`config.mk`:
```
export PLATFORM = sky130hd
export DESIGN_NAME = sub8_core
export DESIGN_NICKNAME = d
export VERILOG_FILES = /design/src/rtl/sub8_core.sv
export SDC_FILE = /design/constraint.sdc
export NUM_CORES = 2
export LEC_CHECK = 0
export ABC_CLOCK_PERIOD_IN_PS = 11400
export BUFFER_PORTS_ARGS = -buffer_cell sky130_fd_sc_hd__buf_2
export CAP_MARGIN = 20
export CELL_PAD_IN_SITES_DETAIL_PLACEMENT = 1
export CELL_PAD_IN_SITES_GLOBAL_PLACEMENT = 1
export CORE_UTILIZATION = 49
export DETAILED_ROUTE_END_ITERATION = 8
export PLACE_DENSITY = 0.88
export SETUP_SLACK_MARGIN = 0.05
export SLEW_MARGIN = 0
export SYNTH_ARGS = -nofsm -noshare
export SYNTH_HDL_FRONTEND = slang
export SYNTH_SLANG_ARGS = --single-unit
```
`constraint.sdc`:
```
create_clock -name clk -period 11.4 [get_ports clk]
set_input_delay 2.28 -clock clk [delete_from_list [all_inputs] [get_ports clk]]
set_output_delay 2.28 -clock clk [all_outputs]
set_load 0.05 [all_outputs]
```
`src/rtl/sub8_core.sv`:
```
module sub8_core #(
  parameter int DIV = 16
) (
  input  logic        clk,
  input  logic        rst_n,
  output logic [31:0] imem_addr,
  input  logic [31:0] imem_rdata,
  output logic [31:0] dmem_addr,
  output logic [31:0] dmem_wdata,
  output logic        dmem_we,
  input  logic [31:0] dmem_rdata,
  output logic        retire,
  output logic [31:0] obs_pc,
  output logic [31:0] obs_alu,
  output logic [31:0] obs_rs_val,
  output logic [31:0] obs_rt_val,
  output logic        halted,
  output logic        illegal
);
  localparam int CW = (DIV > 1) ? $clog2(DIV) : 1;

  logic [CW-1:0] cnt;
  logic [31:0]   pc;
  logic [31:0]   rf [1:31];
  logic          stop_q, bad_q;

  always_ff @(posedge clk) begin
    if (!rst_n)     cnt <= '0;
    else if (retire) cnt <= '0;
    else            cnt <= cnt + 1'b1;
  end
  assign retire = (cnt == CW'(DIV - 1));

  wire [31:0] ins = imem_rdata;
  wire [5:0]  op  = ins[31:26];
  wire [4:0]  rs  = ins[25:21];
  wire [4:0]  rt  = ins[20:16];
  wire [4:0]  rd  = ins[15:11];
  wire [4:0]  sh  = ins[10:6];
  wire [5:0]  fn  = ins[5:0];
  wire [31:0] offx = {{16{ins[15]}}, ins[15:0]};

  wire is_r    = (op == 6'h00) && (sh == 5'd0);
  wire is_nor  = is_r && (fn == 6'h27);
  wire is_subu = is_r && (fn == 6'h23);
  wire is_jalr = is_r && (fn == 6'h09);
  wire is_trap = is_r && ((fn == 6'h0C) || (fn == 6'h0D));
  wire is_lw   = (op == 6'h23);
  wire is_sw   = (op == 6'h2B);
  wire is_bgez = (op == 6'h01) && (rt == 5'd1);
  wire legal   = is_nor | is_subu | is_jalr | is_trap | is_lw | is_sw | is_bgez;

  wire [31:0] a = (rs == 5'd0) ? 32'd0 : rf[rs];
  wire [31:0] b = (rt == 5'd0) ? 32'd0 : rf[rt];

  wire [31:0] ea  = a + offx;
  wire [31:0] alu = is_nor ? ~(a | b) : (is_lw | is_sw) ? ea : (a - b);
  wire [31:0] pc4 = pc + 32'd4;
  wire [31:0] bt  = pc4 + {offx[29:0], 2'b00};

  wire        live  = retire && !stop_q;
  wire        wen   = live && (is_nor | is_subu | is_lw | is_jalr);
  wire [4:0]  widx  = is_lw ? rt : rd;
  wire [31:0] wdat  = is_lw ? dmem_rdata : is_jalr ? pc4 : alu;
  wire [31:0] npc   = is_jalr ? {a[31:2], 2'b00} : (is_bgez && !a[31]) ? bt : pc4;

  always_ff @(posedge clk) begin
    if (!rst_n) begin
      pc     <= '0;
      stop_q <= 1'b0;
      bad_q  <= 1'b0;
    end else if (live) begin
      if (!legal || is_trap) begin
        stop_q <= 1'b1;
        bad_q  <= !legal;
      end else begin
        pc <= npc;
      end
    end
  end

  always_ff @(posedge clk) begin
    if (!rst_n) begin
      for (int i = 1; i < 32; i++) rf[i] <= '0;
    end else if (wen && legal && (widx != 5'd0)) begin
      rf[widx] <= wdat;
    end
  end

  assign imem_addr  = pc;
  assign dmem_addr  = ea;
  assign dmem_wdata = b;
  assign dmem_we    = live && is_sw;
  assign obs_pc     = pc;
  assign obs_alu    = alu;
  assign obs_rs_val = a;
  assign obs_rt_val = b;
  assign halted     = stop_q;
  assign illegal    = bad_q;
endmodule

```
# Yosys cells after proc, flatten, opt, wreduce, memory -nomap -nowiden
# Memories as Yosys holds them, arrays and structs flattened.
# Index checks and enable logic that the tools add are counted.
[classes] n_addsub=5 multipliers=0 n_div=0 order_cmp=0 eq_ne=10 shifts=0 mux=16 n_bitwise=13 n_reduce_logical=26
[ops] operator="$mux W32" count=9
[ops] operator="$add A32 B32 Y32" count=2
[ops] operator="$add A32 B3 Y32 const B" count=1
[ops] operator="$not A32 Y32" count=1
[ops] operator="$or A32 B32 Y32" count=1
[ops] operator="$reduce_or A32 Y1" count=1
[ops] operator="$sub A32 B32 Y32" count=1
[ops] operator="$eq A6 B6 Y1 const B" count=4
[ops] operator="$eq A6 B4 Y1 const B" count=3
[ops] operator="$logic_not A5 Y1" count=3
[ops] operator="$logic_and A1 B1 Y1" count=12
[ops] operator="$mux W5" count=2
[ops] operator="$or A1 B1 Y1" count=9
[ops] operator="$eq A6 B1 Y1 const B" count=1
[ops] operator="$logic_not A6 Y1" count=1
[ops] operator="$eq A5 B1 Y1 const B" count=1
[ops] operator="$mux W1" count=5
[ops] operator="$reduce_bool A5 Y1" count=1
[ops] operator="$add A4 B1 Y4 const B" count=1
[ops] operator="$eq A4 B4 Y1 const B" count=1
[ops] operator="$reduce_and A2 Y1" count=2
[ops] operator="$logic_not A1 Y1" count=3
[ops] operator="$logic_or A1 B1 Y1" count=2
[ops] operator="$not A1 Y1" count=2
[ops] operator="$reduce_or A2 Y1" count=1
[word_totals] reg_bits=38 latchBits=0 mem_bits_rw=992 rom_bits=0 inputBits=66 output_inout_bits=228 elab_cells=75 n_memories=1
[mem_list] memory="rf" depth=31 width=32 read_ports=2 rd_clocked_by_memory_dff=0 write_ports=31 line_no="24" source="logic [31:0] rf [1:31];"

# Depth between registers and ports, before layout
[depth] word_depth=16 ltp_mapped=28 ltp_nobuf=21

# Least setup slack after synthesis
# OpenSTA, ideal clock, no wires.
[synth_path] path_kind="input to output" start="input imem_rdata[21]" end="output obs_alu[14]" t_arrival_ps=9524 t_required_ps=9120 slack_ps=-404 cell_stages=22 path_buffers=6 path_cell_list="buf_6 -> buf_6 -> buf_6 -> buf_2 -> buf_1 -> buf_1 -> mux4_2 -> mux4_2 -> mux2_2 -> nand2_1 -> inv_1 -> ha_1 -> o21a_1 -> o21a_1 -> o211a_1 -> a31oi_2 -> maj3_1 -> o21ai_1 -> a31oi_1 -> xnor2_1 -> nor2_1 -> o21ai_0"
[synth_between] elab_chain_cells=5 word_cells_on_any_way=9
[synth_rtl] item="start, declared" line_no="7" source="input logic [31:0] imem_rdata,"
[synth_rtl] item="$mem_v2 Z31 W32 or $logic_not A5 Y1 (tied branches)"
[synth_rtl] item="$mux W32 *" line_no="53" source="wire [31:0] a = (rs == 5'd0) ? 32'd0 : rf[rs];"
[synth_rtl] item="net obs_rs_val[2]" line_no="15" source="output logic [31:0] obs_rs_val,"
[synth_rtl] item="$add A32 B32 Y32 *" line_no="56" source="wire [31:0] ea = a + offx;"
[synth_rtl] item="net dmem_addr[14]" line_no="8" source="output logic [31:0] dmem_addr,"
[synth_rtl] item="$mux W32 * (2 in series)" line_no="57" source="wire [31:0] alu = is_nor ? ~(a | b) : (is_lw | is_sw) ? ea : (a - b);"
[synth_rtl] item="end, declared" line_no="14" source="output logic [31:0] obs_alu,"
# Mark *: on every way through the listed nets, which the timed path passes. The rest lies on a longest branch.

# Worst setup path in the final report
[layout_path] start="input imem_rdata[21]" end="output obs_alu[31]"
[layout_between] elab_chain_cells=5 word_cells_on_any_way=9
[layout_rtl] item="$mem_v2 Z31 W32 or $logic_not A5 Y1 (tied branches)"
[layout_rtl] item="$mux W32 *" line_no="53"
[layout_rtl] item="$sub A32 B32 Y32, or another cell as far along" line_no="57"
[layout_rtl] item="$mux W32 or $not A32 Y32 (tied branches)" line_no="57"
[layout_rtl] item="$mux W32 *" line_no="57"
# Mark *: on every way between the ends. The rest lies on a longest branch, timed or not.

==> flow_summary_export.csv <==
group,metric,value,unit
synthesis,synth_cells,5132,
pwr,p_total,12400,µW
pwr,power_density,177,mW/mm²
run_status,status,"finished, violations left",
cts,htree_num_levels,3,
route,dr.pass1.iters,9,
floorplan,dieArea,0.130,mm²
cts,clk_latency,0.82,ns
pwr,p_seq_frac,0.370,
cts,tritoncts,"done",
timing,tightest_slew,1.15,ns
synthesis,ys.flop_type,"edfxtp_1",
timing,fin_crit,11.15,ns
synthesis,synth_edf_count,1024,
global_routing,grt_pass1_vias,55908,
synthesis,ys_seq_area_frac,0.498,
flow_run,drv_cap,0,
final_layout,nFillCells,12678,
synthesis,post_synth_instance_area,0.0631,mm²
synthesis,synth_seq_cells,1060,
pwr,p_switching,4890,µW
route,drcViolationCount,7,
cts,cts_buffers,108,
cts,ctsHoldBuffers,0,
final_layout,layout-area-overhead-vs-synth,10.7,%
worst_setup_path,start_kind,"primary input",
floorplan,num_rows,131,
global_routing,grt_max_degree,110,
worst_setup_path,crit_required,9.12,ns
cts,cts_root_buffer,"clkbuf_16",
place,routabilityCongestion,1.02,
route,drt-initial-drc-count,11230,
timing,finalClockSkew,0.0362,ns
pwr,p_leak,0.0267,µW
pwr,power_switching_share,0.395,
cts,cts_setup_buffers,0,
global_routing,track_usage,0.460,
timing,setup_viol,0,
global_routing,grt_overflow,0,
pwr,combPwrFrac,0.325,
timing,slew_headroom,0.213,
worst_setup_path,worst-setup-path-type,"primary input to output port",
timing,fin_ws,0.249,ns
route,vias_per_cell,8.00,
route,finalWirelength,302000,µm
worst_setup_path,critPathCaptureType,"output port",
floorplan,fp.dieH,361,µm
run_status,violations,"DRC",
timing,timing.hold.ws,0.497,ns
final_layout,nets,5384,
route,drt.antenna.violating_nets,0,
route,post_drt_wl_per_cell,43.4,µm
final_layout,layout-drive-gt1-share,0.258,
pwr,vdd_drop_max,0.145,mV
pwr,p_int,7490,µW
synthesis,synth_warnings,0,
floorplan,start_util,0.494,
synthesis,syn_area_per_cell,12.3,µm²
timing,fin_tns_setup,0,ns
worst_hold_path,min_path_type,"flip-flop to flip-flop",
timing,fin_crit_sh,0.978,
place,hpwlAfterDp,172000,µm
worst_setup_path,crit_arrival,8.87,ns
global_routing,grt_first_pass_wirelength,422000,µm
timing,rsz0062_at_grt,"no",
cts,clkTransAtPathRegs,0.06,ns
cts,clk_path_buf_depth,3,
synthesis,synth_cell_types,102,
timing,fmax,0.0897,GHz
floorplan,die_w,361,µm
pwr,clkPwrFrac,0.305,
place,post-place-ws,0.745,ns
place,port-buffer-count,289,
timing,drv_slew,0,
global_routing,antenna_found_initial,18,
timing,hold_viol,0,
synthesis,async_flop_share,0,
worst_setup_path,crit_path_max_fanout,47,
floorplan,coreArea,0.128,mm²
cts,cts_resized,0,
floorplan,ios,294,
route,dr_total_vias,55755,
cts,clock-sinks,1060,
==> kinds of logic (layout without fill, tap and decap cells) <==
| logic type | count (synthesis) | in the layout | synth area share |
|---|---|---|---|
| XOR/XNOR | 102 | 102 | 0.0141 |
| other | 1 | 55 | 0.0000594 |
| multiplexers | 682 | 682 | 0.221 |
| AND/OR/NAND/NOR | 1828 | 1828 | 0.125 |
| buffers and inverters | 694 | 814 | 0.0487 |
| flip-flops | 1060 | 1060 | 0.498 |
| AO/OA/AOI/OAI | 641 | 641 | 0.0683 |
| adder cells (fa/ha/maj) | 124 | 124 | 0.0246 |
==> per-layer routing <==
layer	part of all wire	track usage	vias to the layer above	routed length, µm
met2	0.42	0.673	7069	128000
met1	0.29	0.498	26551	87100
li1	-	-	19508	-
met3	0.17	0.223	2601	51200
met4	0.12	0.394	26	34900
met5	0.0017	0.0237	-	505
==> worst max-delay path: stages <==
cell and delay (ns):
buf_8 0.37, buf_12 0.41, mux4_2 0.59, mux4_2 0.49, mux2i_1 0.64, nor2_1 0.31, ha_1 0.43, nand2_1 0.11
nor2_1 0.19, nand3_1 0.12, a2111oi_2 0.65, nor3_1 0.30, o41ai_2 0.46, nand4_1 0.14, a21oi_1 0.45, xnor2_1 0.23
a221o_1 0.38, buf_2 0.22
==> registers in the layout (all words and copies together) (netlist names) <==
name       cells
halted         1
cnt            4
rf          1024
imem_addr     30
illegal        1
==> layout make-up <==
| type | count | area (µm²) | share of cell area |
|---|---|---|---|
| sequential | 1060 | 31500 | 0.450 |
| antenna | 19 | 47.5 | 0.000681 |
| clock buffer | 130 | 2810 | 0.0402 |
| multi-input combinational | 3413 | 29200 | 0.417 |
| tap | 1662 | 2080 | 0.0298 |
| timing repair buffer | 462 | 3000 | 0.0430 |
| clock inverter | 71 | 726 | 0.0104 |
| inverter | 151 | 569 | 0.00815 |
==> per-stage QoR <==
stage | std cells | utilization | instance area (µm²)
floorplan | 5167 | - | 63300
global placement | 6745 | 0.519 | 66200
detailed placement | 6748 | 0.519 | 66300
CTS | 6949 | 0.547 | 69800
global route | 6952 | 0.547 | 69800
finish | 6968 | 0.547 | 69900
==> cells in the final DEF (no fill, tap or decap), drive strengths merged, types with 32 or more instances in the layout <==
cell / synthesis / final
o211ai: 32 / 32
inv: 150 / 158
mux4: 567 / 567
a21o: 48 / 48
o21ai: 88 / 88
nand3: 54 / 54
xor2: 34 / 34
mux2i: 85 / 85
clkbuf: 321 / 130
clkinv: 1 / 48
nor3: 368 / 368
dfxtp: 36 / 36
a21oi: 210 / 210
nor2: 861 / 861
xnor2: 68 / 68
conb: 1 / 36
ha: 121 / 121
edfxtp: 1024 / 1024
nand2: 391 / 391
buf: 219 / 462
==> synthesized netlist by cell type (all sizes together) (28+ instances only) <==
| cell | number | area [µm²] |
|---|---|---|
| buf | 219 | 1270 |
| o211ai | 32 | 240 |
| a21o | 48 | 360 |
| a21oi | 210 | 1050 |
| mux2i | 85 | 851 |
| nor2 | 861 | 3240 |
| ha | 121 | 1510 |
| xnor2 | 68 | 596 |
| dfxtp | 36 | 721 |
| mux4 | 567 | 12800 |
| inv | 150 | 563 |
| a211oi | 28 | 215 |
| mux2 | 30 | 338 |
| nand2 | 391 | 1470 |
| nand3 | 54 | 270 |
| edfxtp | 1024 | 30700 |
| xor2 | 34 | 298 |
| clkbuf | 321 | 1200 |
| o21ai | 88 | 448 |
| nor3 | 368 | 1850 |
==> path summary, 6_finish.rpt <==
check / startpoint / to / slack [ns] / cells past startpoint
hold / removal: illegal / illegal / 0.50 / 2
hold reg to reg: illegal / illegal / 0.50 / 2
setup / recovery: imem_rdata[21] / obs_alu[31] / 0.25 / 18
setup reg to reg: imem_addr[2] / imem_addr[31] / 4.49 / 19
==> power groups by stage <==
stage | Combinational [µW] | Sequential (µW) | Clock (µW)
global placement | 3640 | 4590 | 0
CTS | 3840 | 4560 | 3710
finish | 4030 | 4580 | 3780
global route | 4080 | 4580 | 3820
floorplan | 2580 | 4570 | 0
detailed placement | 3750 | 4620 | 0
Note: power is estimated with default switching activity, not from simulation.
